==> src/rtl/hdr_route_pkg.sv <==
// Package: shared constants for the header match router.
// Assumes: consumers use these as parameter defaults only.
package hdr_route_pkg;
    localparam int DEF_PORTS = 4;
    localparam int DEF_HDR_W = 32;
endpackage

==> src/rtl/hdr_cmp_lane.sv <==
// Module: one masked compare slot.
// Flags a hit when all header bits selected by the mask equal the stored value.
// Assumes: the value and mask are stable while the header is evaluated.
module hdr_cmp_lane #(
    parameter int HDR_W = hdr_route_pkg::DEF_HDR_W
) (
    input  logic [HDR_W-1:0] hdr,
    input  logic [HDR_W-1:0] value,
    input  logic [HDR_W-1:0] mask,
    input  logic             lane_en,
    output logic             hit
);
    logic [HDR_W-1:0] diff;

    // Masked difference; a hit when no compared bit differs and the lane is enabled.
    always_comb begin
        diff = (hdr ^ value) & mask;
        hit  = lane_en && (diff == '0);
    end
endmodule

==> src/rtl/hdr_prio_pick.sv <==
// Module: lowest-index priority picker.
// Turns a hit vector into a one-hot grant of the lowest set bit.
// Assumes: purely combinational, no state.
module hdr_prio_pick #(
    parameter int N = hdr_route_pkg::DEF_PORTS
) (
    input  logic [N-1:0] req,
    output logic [N-1:0] gnt,
    output logic         any
);
    // Scan from the top down so the lowest requesting index is written last.
    always_comb begin
        gnt = '0;
        for (int i = N - 1; i >= 0; i--) begin
            if (req[i]) gnt = N'(1) << i;
        end
        any = |req;
    end

    // the grant is never given to an index that does not request
    always_comb begin
        prio_gnt_subset_chk: assert ((gnt & ~req) == '0);
    end
endmodule

==> src/rtl/hdr_match_router.sv <==
// Module: top of the header match router.
// Compares each valid header against masked slots, picks the lowest hit,
// and registers the port select, a miss flag and a sticky status one cycle later.
// Assumes: slot registers are driven from outside and are flat-packed by slot index.
module hdr_match_router #(
    parameter int NUM_PORTS = hdr_route_pkg::DEF_PORTS,
    parameter int HDR_W     = hdr_route_pkg::DEF_HDR_W
) (
    input  logic                       clk,
    input  logic                       rst_n,
    input  logic [HDR_W-1:0]           hdr_word,
    input  logic                       hdr_vld,
    input  logic [NUM_PORTS*HDR_W-1:0] match_val,
    input  logic [NUM_PORTS*HDR_W-1:0] match_msk,
    input  logic [NUM_PORTS-1:0]       port_en,
    input  logic                       filt_en,
    input  logic                       irq_en,
    input  logic                       stat_clr,
    output logic [NUM_PORTS-1:0]       out_sel,
    output logic                       out_vld,
    output logic                       no_match,
    output logic                       miss_flag,
    output logic                       irq
);
    localparam logic [NUM_PORTS-1:0] PORT0_SEL = NUM_PORTS'(1);

    logic [NUM_PORTS-1:0] hits;
    logic [NUM_PORTS-1:0] pick;
    logic                 pick_any;
    logic [NUM_PORTS-1:0] next_sel;
    logic                 next_miss;

    // One compare lane per slot.
    for (genvar g = 0; g < NUM_PORTS; g++) begin : g_lane
        hdr_cmp_lane #(.HDR_W(HDR_W)) u_lane (
            .hdr     (hdr_word),
            .value   (match_val[g*HDR_W +: HDR_W]),
            .mask    (match_msk[g*HDR_W +: HDR_W]),
            .lane_en (port_en[g]),
            .hit     (hits[g])
        );
    end

    hdr_prio_pick #(.N(NUM_PORTS)) u_pick (
        .req (hits),
        .gnt (pick),
        .any (pick_any)
    );

    // Routing decision: bypass to port 0 when filtering is off.
    always_comb begin
        if (filt_en) begin
            next_sel  = pick;
            next_miss = !pick_any;
        end else begin
            next_sel  = PORT0_SEL;
            next_miss = 1'b0;
        end
    end

    // Result registers: capture the decision on each header strobe.
    always_ff @(posedge clk) begin
        if (!rst_n) begin
            out_sel  <= '0;
            no_match <= 1'b0;
            out_vld  <= 1'b0;
        end else begin
            out_vld <= hdr_vld;
            if (hdr_vld) begin
                out_sel  <= next_sel;
                no_match <= next_miss;
            end
        end
    end

    // Sticky miss status: a new miss wins over a clear in the same cycle.
    always_ff @(posedge clk) begin
        if (!rst_n) begin
            miss_flag <= 1'b0;
        end else if (hdr_vld && next_miss) begin
            miss_flag <= 1'b1;
        end else if (stat_clr) begin
            miss_flag <= 1'b0;
        end
    end

    // Interrupt gating of the status flag.
    always_comb irq = miss_flag && irq_en;


    sel_onehot_chk: assert property (@(posedge clk) disable iff (!rst_n)
        $onehot0(out_sel));


    vld_latency_chk: assert property (@(posedge clk) disable iff (!rst_n)
        hdr_vld |=> out_vld);


    miss_empty_sel_chk: assert property (@(posedge clk) disable iff (!rst_n)
        out_vld |-> (no_match == (out_sel == '0)));


    bypass_port0_chk: assert property (@(posedge clk) disable iff (!rst_n)
        (hdr_vld && !filt_en) |=> (out_sel == PORT0_SEL && !no_match));


    hold_sel_chk: assert property (@(posedge clk) disable iff (!rst_n)
        !hdr_vld |=> ($stable(out_sel) && $stable(no_match)));


    miss_sets_flag_chk: assert property (@(posedge clk) disable iff (!rst_n)
        (out_vld && no_match) |-> miss_flag);
endmodule

==> config.mk <==
export PLATFORM = sky130hd
export DESIGN_NAME = hdr_match_router
export DESIGN_NICKNAME = d
export VERILOG_FILES = /design/src/rtl/hdr_route_pkg.sv /design/src/rtl/hdr_cmp_lane.sv /design/src/rtl/hdr_prio_pick.sv /design/src/rtl/hdr_match_router.sv
export SDC_FILE = /design/constraint.sdc
export NUM_CORES = 1
export LEC_CHECK = 0
export ABC_AREA = 1
export BUFFER_PORTS_ARGS = -buffer_cell sky130_fd_sc_hd__buf_2
export CORE_AREA = 2 2 118 120
export CTS_CLUSTER_DIAMETER = 40
export CTS_CLUSTER_SIZE = 24
export DETAILED_ROUTE_END_ITERATION = 10
export DIE_AREA = 0 0 120 122
export HOLD_SLACK_MARGIN = 0.02
export PLACE_DENSITY = 0.5
export SLEW_MARGIN = 20
export SYNTH_ARGS = -nofsm -noshare
export SYNTH_HDL_FRONTEND = slang
export SYNTH_SLANG_ARGS = --single-unit
==> constraint.sdc <==
create_clock -name clk -period 1.3 [get_ports clk]
set_input_delay 0.13 -clock clk [delete_from_list [all_inputs] [get_ports clk]]
set_output_delay 0.13 -clock clk [all_outputs]
set_load 0.005 [all_outputs]
== After elaboration in Yosys (flattened, before gate mapping) ==
Index checks and enable logic that the tools add are counted.
Word-level totals
  register bits after elaboration: 7
  bits in latches: 0
  memory bits (writable): 0
  bits in read-only memories: 0
  input port bits: 298
  output and inout port bits: 8
  word-level logic and storage cells: 33
  memories: 0
Operators by class
  $add $sub $neg: 0
  $mul: 0
  div/mod/pow operators: 0
  order comparisons: 0
  equality and inequality tests: 0
  shifts and indexed selects: 0
  multiplexer cells: 8
  bitwise logic cells: 8
  reductions and logical operators: 13
Operators by type and width (count)
  32-bit AND: 4
  32-bit zero test: 4
  32-bit XOR: 4
  4-bit two-way mux: 5
  1-bit logical AND: 6
  4-bit OR reduction: 1
  1-bit two-way mux: 3
  2-bit nonzero test: 1
  1-bit zero test: 1

== Longest topological paths before layout ==
Gate-level depths: netlist of run 1.
  depth in word-level cells: 9
  mapped depth: 12

== By module ==
From an unflattened synthesis of run 1, not the netlist that was laid out.
Unflattened totals
  cell total of the unflattened synthesis: 686
  area total of the unflattened synthesis: 2962.8 µm²
Modules (own cells, without submodules)
  hdr_cmp_lane: times used 4, cells an instance 160, area an instance 663.1 µm², sequential area each 0.0 µm²
  hdr_match_router: times used 1, cells an instance 34, area an instance 259.0 µm², sequential area each 140.1 µm²
  hdr_prio_pick: times used 1, cells an instance 12, area an instance 51.3 µm², sequential area each 0.0 µm²

== Worst setup path after synthesis of run 1 ==
No wires, ideal clock.
  path type: in2reg
  from: input match_val[72]
  to: register out_sel[3]
  library setup time: 119 ps
  arrival time: 992 ps
  data required time: 1181 ps
  path slack: 189 ps
  cell stages on the path: 11
  buffers on the path: 0
  cell sequence: or2_1 -> nand3_1 -> nand2_1 -> nor2_1 -> nand2_1 -> nor2_1 -> inv_1 -> nor2_2 -> nor2_1 -> nand2_1 -> a21oi_2
On the way
  word-level cells in the longest chain between the ends: 8
RTL lines
  start, declared: RTL line hdr_match_router.sv:13  | input logic [NUM_PORTS*HDR_W-1:0] match_val,
  32-bit XOR: RTL line hdr_cmp_lane.sv:17  | diff = (hdr ^ value) & mask;
  32-bit AND: RTL line hdr_cmp_lane.sv:17
  32-bit zero test: RTL line hdr_cmp_lane.sv:18  | hit = lane_en && (diff == '0);
  1-bit logical AND: RTL line hdr_cmp_lane.sv:18
  4-bit two-way mux (3 in series): RTL line hdr_prio_pick.sv:15  | if (req[i]) gnt = N'(1) << i;
  4-bit two-way mux: RTL line hdr_match_router.sv:52  | if (filt_en) begin
  end signal, assigned: RTL line hdr_match_router.sv:70  | out_sel <= next_sel;
  end, declared: RTL line hdr_match_router.sv:19  | output logic [NUM_PORTS-1:0] out_sel,
No other way between the ends.
A chain may end at the register's enable or synchronous reset.

== Final worst setup path of run 1 ==
  from: input hdr_word[2]
  to: register out_sel[3]
On the way
  word-level cells in the longest chain between the ends: 9
  elaborated cells between the ends (all ways): 21
RTL lines
  start, declared: RTL line hdr_match_router.sv:11  | input logic [HDR_W-1:0] hdr_word,
  32-bit XOR: RTL line hdr_cmp_lane.sv:17
  32-bit AND: RTL line hdr_cmp_lane.sv:17
  32-bit zero test: RTL line hdr_cmp_lane.sv:18
  1-bit logical AND: RTL line hdr_cmp_lane.sv:18
  4-bit two-way mux (3 in series): RTL line hdr_prio_pick.sv:15
  4-bit two-way mux *: RTL line hdr_prio_pick.sv:15
  4-bit two-way mux *: RTL line hdr_match_router.sv:52
Mark *: on every way between the ends. The rest lies on a longest branch, timed or not.

==> out/results.tsv, run 1 <==
stage	metric	value	unit
clock_tree	cts.sinks	7	
timing	hold_viol	0	
clock_tree	cts-root-buf	clkbuf_16	
outcome	status	finished clean	
synthesis	ys_ff_latch	7	
grt	grt_max_degree	9	
synthesis	yosysTopAreaCell	nand2_1	
clock_tree	clkLatencyLatePin	0.23	ns
routing	drt_iter0_markers	189	
die	die_h	122	um
pwr	switching_share	36.8	%
synthesis	synth_edf_count	0	
die	initial_core_util	20.9	%
pwr	cell_internal_pwr	1.30	mW
synthesis	netlist_instances	611	
placed_design	place_inst	1112	
placed_design	dpl-instance-area	4700	um2
synthesis	synth_nets	909	
pwr	vdd_drop_max	280	uV
layout	fin_cells	1117	
die	rows	43	
synthesis	synth_area	2820	um2
clock_tree	cts-htree-levels	1	
die	dieArea	14600	um2
timing	fin_crit	1.20	ns
timing	slew_violations	0	
pwr	p_leak	3.00	nW
timing	finClkSkew	0	ns
placed_design	dp_hpwl	12.7	mm
pwr	comb_power_share	63.6	%
worst_setup_path	cp_max_fo	7	
grt	grt_pass1_vias	4116	
routing	viasPerCell	4.13	
die	boundaryPins	306	
timing	worst_slew_pin_slew	0.208	ns
grt	antenna_found_initial	1	
synthesis	synth.avg_cell_area	4.61	um2
placed_design	routabilityCongestion	0.803	
min_path	hold_path.class	in2reg	
layout	final_util	37.0	%
pwr	clock_power_share	25.3	%
worst_setup_path	cp-end-kind	flip-flop	
clock_tree	cts_buffers	3	
routing	routedWlPerCell	12.2	um
routing	drc	0	
synthesis	synth.area.top_cells	nand2_1, nand3_1, or2_1, inv_1, nor2_1	
layout	design_area	4990	um2
layout	antennaDiodeCount	0	
timing	finalCritPeriodShare	92.6	%
layout	area_delta_synth_final	77.1	%
routing	wl	13.6	mm
timing	max_freq	830	MHz
grt	track_usage	17.4	%
worst_setup_path	cp_data_arrival_time	1.32	ns
grt	overflow	0	
synthesis	ys_types	17	
die	die_x	120	um
synthesis	async_reset_ff_share	0	%
synthesis	synth_top_area_share	32.6	%
pwr	powerDensity	413	nW/um2
synthesis	post-synth-top-count-cell	nand2_1	
layout	nFillCells	1632	
grt	grt_pass1_wl	20.0	mm
timing	slew_headroom	86.1	%
layout	drive_gt1_share	40.3	%
timing	setup_viol	0	
synthesis	synth-seq-area-share	4.97	%
worst_setup_path	startpoint_type	primary input	
pwr	netSwitchingPower	0.759	mW
placed_design	port_buffers	305	
synthesis	ys_warn_count	0	
clock_tree	tritoncts	done	
layout	fin_nets	1236	
pwr	seq_power_share	11.1	%
synthesis	synth_top_flop_cell	dfxtp_1	
clock_tree	clk_pin_slew	0.03	ns
die	fp.coreArea	13500	um2
synthesis	synth_common_cells	nand2_1, nand3_1, inv_1, or2_1, nor2_1	
routing	postRouteAntennaNets	0	
clock_tree	clk_path_buf_depth	2	
routing	first_pass_iters	6	
worst_setup_path	worst_ep_required_time	1.42	ns
worst_setup_path	critPathKind	in2reg	
run	maxCapViolations	0	
routing	dr_total_vias	4614	
## final timing paths
kind	from	slack, ns	cells past startpoint	to
worst max-delay path	hdr_word[2]	0.1	12	out_sel[3]
worst min register to register	out_sel[2]	0.46	2	out_sel[2]
worst min-delay path	rst_n	0.11	3	out_vld
worst max register to register	out_sel[0]	0.63	4	out_sel[0]
## repair_timing
action,CTS,global route
setup buffers,0,1
hold buffers,0,0
gates resized for setup,0,70
setup endpoints to repair,0,6
## flip-flops by register name (all words and copies together), names as in the netlist
signal     cells
out_vld        1
no_match       1
out_sel        4
miss_flag      1
## worst max-delay path, stage by stage
cell,delay [ns]
buf_2,0.14
or2_1,0.24
nand3_2,0.07
nand2_1,0.05
nor2_1,0.09
nand2_1,0.09
nor2_4,0.14
nand2_2,0.07
nor2_4,0.12
nor2_2,0.05
nand2_2,0.07
a21oi_2,0.05
## kinds of logic after synthesis
group | share of synthesized area (%)
DFF | 4.97
and+or+nand+nor | 82.1
AOI/OAI and AO/OA | 2.26
buffers and inverters | 10.7
## cells in the final DEF, fill, tap and decap left out
master,n
a21oi_1,4
a21oi_2,1
buf_12,1
buf_2,293
buf_4,20
buf_6,5
clkbuf_1,1
clkbuf_16,3
clkbuf_4,3
dfxtp_1,7
inv_1,78
inv_2,2
nand2_1,231
nand2_2,14
nand3_1,116
nand3_2,10
nand4_1,6
nor2_1,35
nor2_2,12
nor2_4,7
o21ai_0,3
o21ai_1,3
o21ai_2,1
or2_0,4
or2_1,71
or2_2,6
## metal layers
metal / routed length, um / vias to the layer above / GRT usage, %
met2: 6790 / 169 / 32.3
met5: 0 / - / 0
met3: 1160 / 6 / 4.45
li1: - / 2559 / -
met1: 5610 / 1880 / 20.7
met4: 76 / 0 / 2.28
## stage by stage
| stage | worst slack [ns] | power [mW] | hold WS, ns | setup TNS (ns) |
|---|---|---|---|---|
| floorplan | 0.189 | 0.749 | 0.223 | 0 |
| global placement | -0.255 | 1.47 | 0.335 | -1.29 |
| detailed placement | -0.230 | 1.49 | 0.345 | -1.17 |
| CTS | 0.0101 | 2.02 | 0.108 | 0 |
| global route | -0.0199 | 2.27 | 0.130 | -0.0205 |
| finish | 0.0958 | 2.06 | 0.112 | 0 |
## layout make-up
type	count	area [um2]	share of cell area (%)
clock buffer	4	78.8	1.58
inverter	80	300	6.02
multi-input combinational	524	2530	50.7
sequential	7	140	2.81
tap	180	225	4.51
timing repair buffer	322	1720	34.4
## power by group through the flow
stage / sequential, mW / combinational (mW) / clock (mW)
2_1_floorplan: 0.232 / 0.516 / 0
3_5_place_dp: 0.233 / 1.25 / 0
6_report: 0.230 / 1.31 / 0.522
5_1_grt: 0.231 / 1.49 / 0.547
3_3_place_gp: 0.232 / 1.24 / 0
4_1_cts: 0.230 / 1.26 / 0.532
(Power assumes the default switching activity.)
==> inputs of run 2 (changes only) <==
==> constraint.sdc (replaced) <==
create_clock -name clk -period 1.6 [get_ports clk]
set_input_delay 0.16 -clock clk [delete_from_list [all_inputs] [get_ports clk]]
set_output_delay 0.16 -clock clk [all_outputs]
set_load 0.005 [all_outputs]
==> out/results.tsv, run 2 (synthesis gave the netlist of run 1 again) <==
stage	metric	value	unit	change
worst_setup_path	cp_max_fo	6		-1
placed_design	dp_hpwl	12.7	mm	about the same
worst_setup_path	critPathBufInv	1		unchanged
layout	regArea	140	um2	unchanged
routing	viasPerCell	4.10		-0.65%
timing	hold_viol	0		unchanged
grt	grt_pass1_vias	4233		+2.8%
routing	dr_total_vias	4543		-1.5%
timing	whs	0.131	ns	+0.0189 ns
pwr	p_leak	2.91	nW	-3.2%
die	rows	43		unchanged
placed_design	port_buffers	305		unchanged
layout	top_register	out_sel		
routing	drt_iter0_markers	134		-29%
timing	setup_viol	0		unchanged
pwr	cell_internal_pwr	1.01	mW	-22%
routing	drc	0		unchanged
pwr	netSwitchingPower	0.581	mW	-23%
die	initial_core_util	20.9	%	unchanged
die	die_x	120	um	unchanged
layout	nFillCells	1611		-1.3%
worst_setup_path	crit_family	simple AND/OR/NAND/NOR gates		
clock_tree	cts-root-buf	clkbuf_16		
layout	multi_input_area	2380	um2	-6.1%
worst_setup_path	crit_path_cell_trace	buf_2 > or2_1 > nand3_1 > nand2_1 > nor2_1 > nand2_1 > nor2_1 > nand2_1 > nand2_1 > nor2_4 > nand2_1 > a21oi_1		
worst_setup_path	rrSetupSlack	0.94	ns	+0.31 ns
timing	finalCritPeriodShare	81.3	%	
worst_setup_path	startpoint_type	primary input		
layout	final_cell_mix	buf_2, nand2_1, nand3_1		
worst_setup_path	critPathKind	in2reg		
routing	routedWlPerCell	12.2	um	-0.31%
worst_setup_path	worst_ep_required_time	1.71	ns	+0.29 ns
layout	fin_nets	1225		-0.89%
placed_design	place_inst	1102		-0.90%
clock_tree	cts_hold_buf	0		unchanged
die	dieArea	14600	um2	unchanged
worst_setup_path	rr_worst_depth	4		unchanged
outcome	status	finished clean		
worst_setup_path	cpMostUsedCell	nand2_1		
placed_design	routabilityCongestion	0.780		-2.9%
die	fp.coreArea	13500	um2	unchanged
pwr	powerDensity	339	nW/um2	-18%
pwr	switching_share	36.4	%	-0.37 points
layout	area_delta_synth_final	67.1	%	
pwr	comb_power_share	61.8	%	-1.8 points
min_path	hold_path.class	in2reg		
timing	rsz0062_at_grt	no		
worst_setup_path	cp-end-kind	flip-flop		
worst_setup_path	cp.depth	12		unchanged
clock_tree	clk_path_buf_depth	2		unchanged
clock_tree	cts_setup_buffers	0		unchanged
grt	grt_max_degree	9		unchanged
worst_setup_path	cp_data_arrival_time	1.41	ns	+0.09 ns
timing	slew_headroom	81.5	%	-4.5 points
layout	drive_gt1_share	35.3	%	-5.0 points
timing	setup_tns	0	ns	unchanged
clock_tree	cts.sinks	7		unchanged
die	die_h	122	um	unchanged
grt	antenna_found_initial	1		unchanged
timing	worst_slew_pin_slew	0.275	ns	+0.0669 ns
pwr	vdd_drop_max	234	uV	-17%
timing	max_freq	769	MHz	
pwr	clock_power_share	26.6	%	+1.3 points
clock_tree	clkLatencyLatePin	0.23	ns	about the same
clock_tree	clk_pin_slew	0.03	ns	about the same
timing	slew_violations	0		unchanged
grt	grt_pass1_wl	20.2	mm	+0.89%
die	boundaryPins	306		unchanged
routing	first_pass_iters	5		-1
pwr	seq_power_share	11.7	%	+0.6 points
grt	track_usage	17.5	%	+0.074 points
routing	wl	13.5	mm	-1.2%
timing	fin_crit	1.30	ns	
grt	overflow	0		unchanged
clock_tree	cts_buffers	3		unchanged
clock_tree	cts-htree-levels	1		unchanged
layout	fin_cells	1107		-0.90%
worst_setup_path	cpMaxStageDelayCell	or2_1		
worst_setup_path	crit_path_max_incr_delay	0.22	ns	-0.02 ns
routing	postRouteAntennaNets	0		unchanged
clock_tree	tritoncts	done		
layout	largest_reg_flops	4		unchanged
layout	final_common_cell	buf_2		
pwr	total_power	1.60	mW	-23%
clock_tree	post_cts_resized	0		unchanged
timing	finClkSkew	0	ns	unchanged
min_path	whs_path_depth	3		unchanged
run	maxCapViolations	0		unchanged
==> run 2: final cells by class <==
type | instances | area share, %
sequential | 7 | 2.98
inverter | 80 | 6.38
multi-input combinational | 524 | 50.5
antenna | 1 | 0.0531
timing repair buffer | 311 | 33.6
tap | 180 | 4.78
clock buffer | 4 | 1.67
==> run 2: metrics by stage <==
| stage | util, % | setup WS (ns) | cell area, um2 |
|---|---|---|---|
| after floorplan | - | 0.459 | 2820 |
| after global placement | 34.3 | 0.0347 | 4630 |
| after detailed placement | 34.3 | 0.0359 | 4630 |
| after CTS | 34.9 | 0.272 | 4710 |
| after global routing | 34.9 | 0.0813 | 4710 |
| final | 34.9 | 0.300 | 4710 |
==> run 2: per-layer routing <==
| metal | vias to the layer above | track usage (%) | routed length, um |
|---|---|---|---|
| li1 | 2542 | - | - |
| met1 | 1805 | 20.5 | 5470 |
| met2 | 179 | 32.4 | 6540 |
| met3 | 17 | 4.35 | 1270 |
| met4 | 0 | 3.31 | 184 |
| met5 | - | 0 | 0 |
==> run 2: path summary, 6_finish.rpt <==
path | start | endpoint
max | hdr_word[12] | miss_flag
min | rst_n | out_vld
max reg2reg | out_sel[0] | out_sel[0]
min reg2reg | out_sel[2] | out_sel[2]
==> run 2: worst register-to-register path, stage by stage, from the launching register on <==
cell,delay (ns)
dfxtp_1,0.30
nor2_1,0.09
nor2_1,0.04
o21ai_0,0.07
inv_1,0.05
==> run 2: power groups by stage <==
stage	registers, mW	clock network, mW	logic, mW
floorplan	0.189	0	0.420
global placement	0.189	0	0.992
detailed placement	0.189	0	1.00
global route	0.187	0.445	1.13
CTS	0.186	0.434	1.00
finish	0.186	0.424	0.986
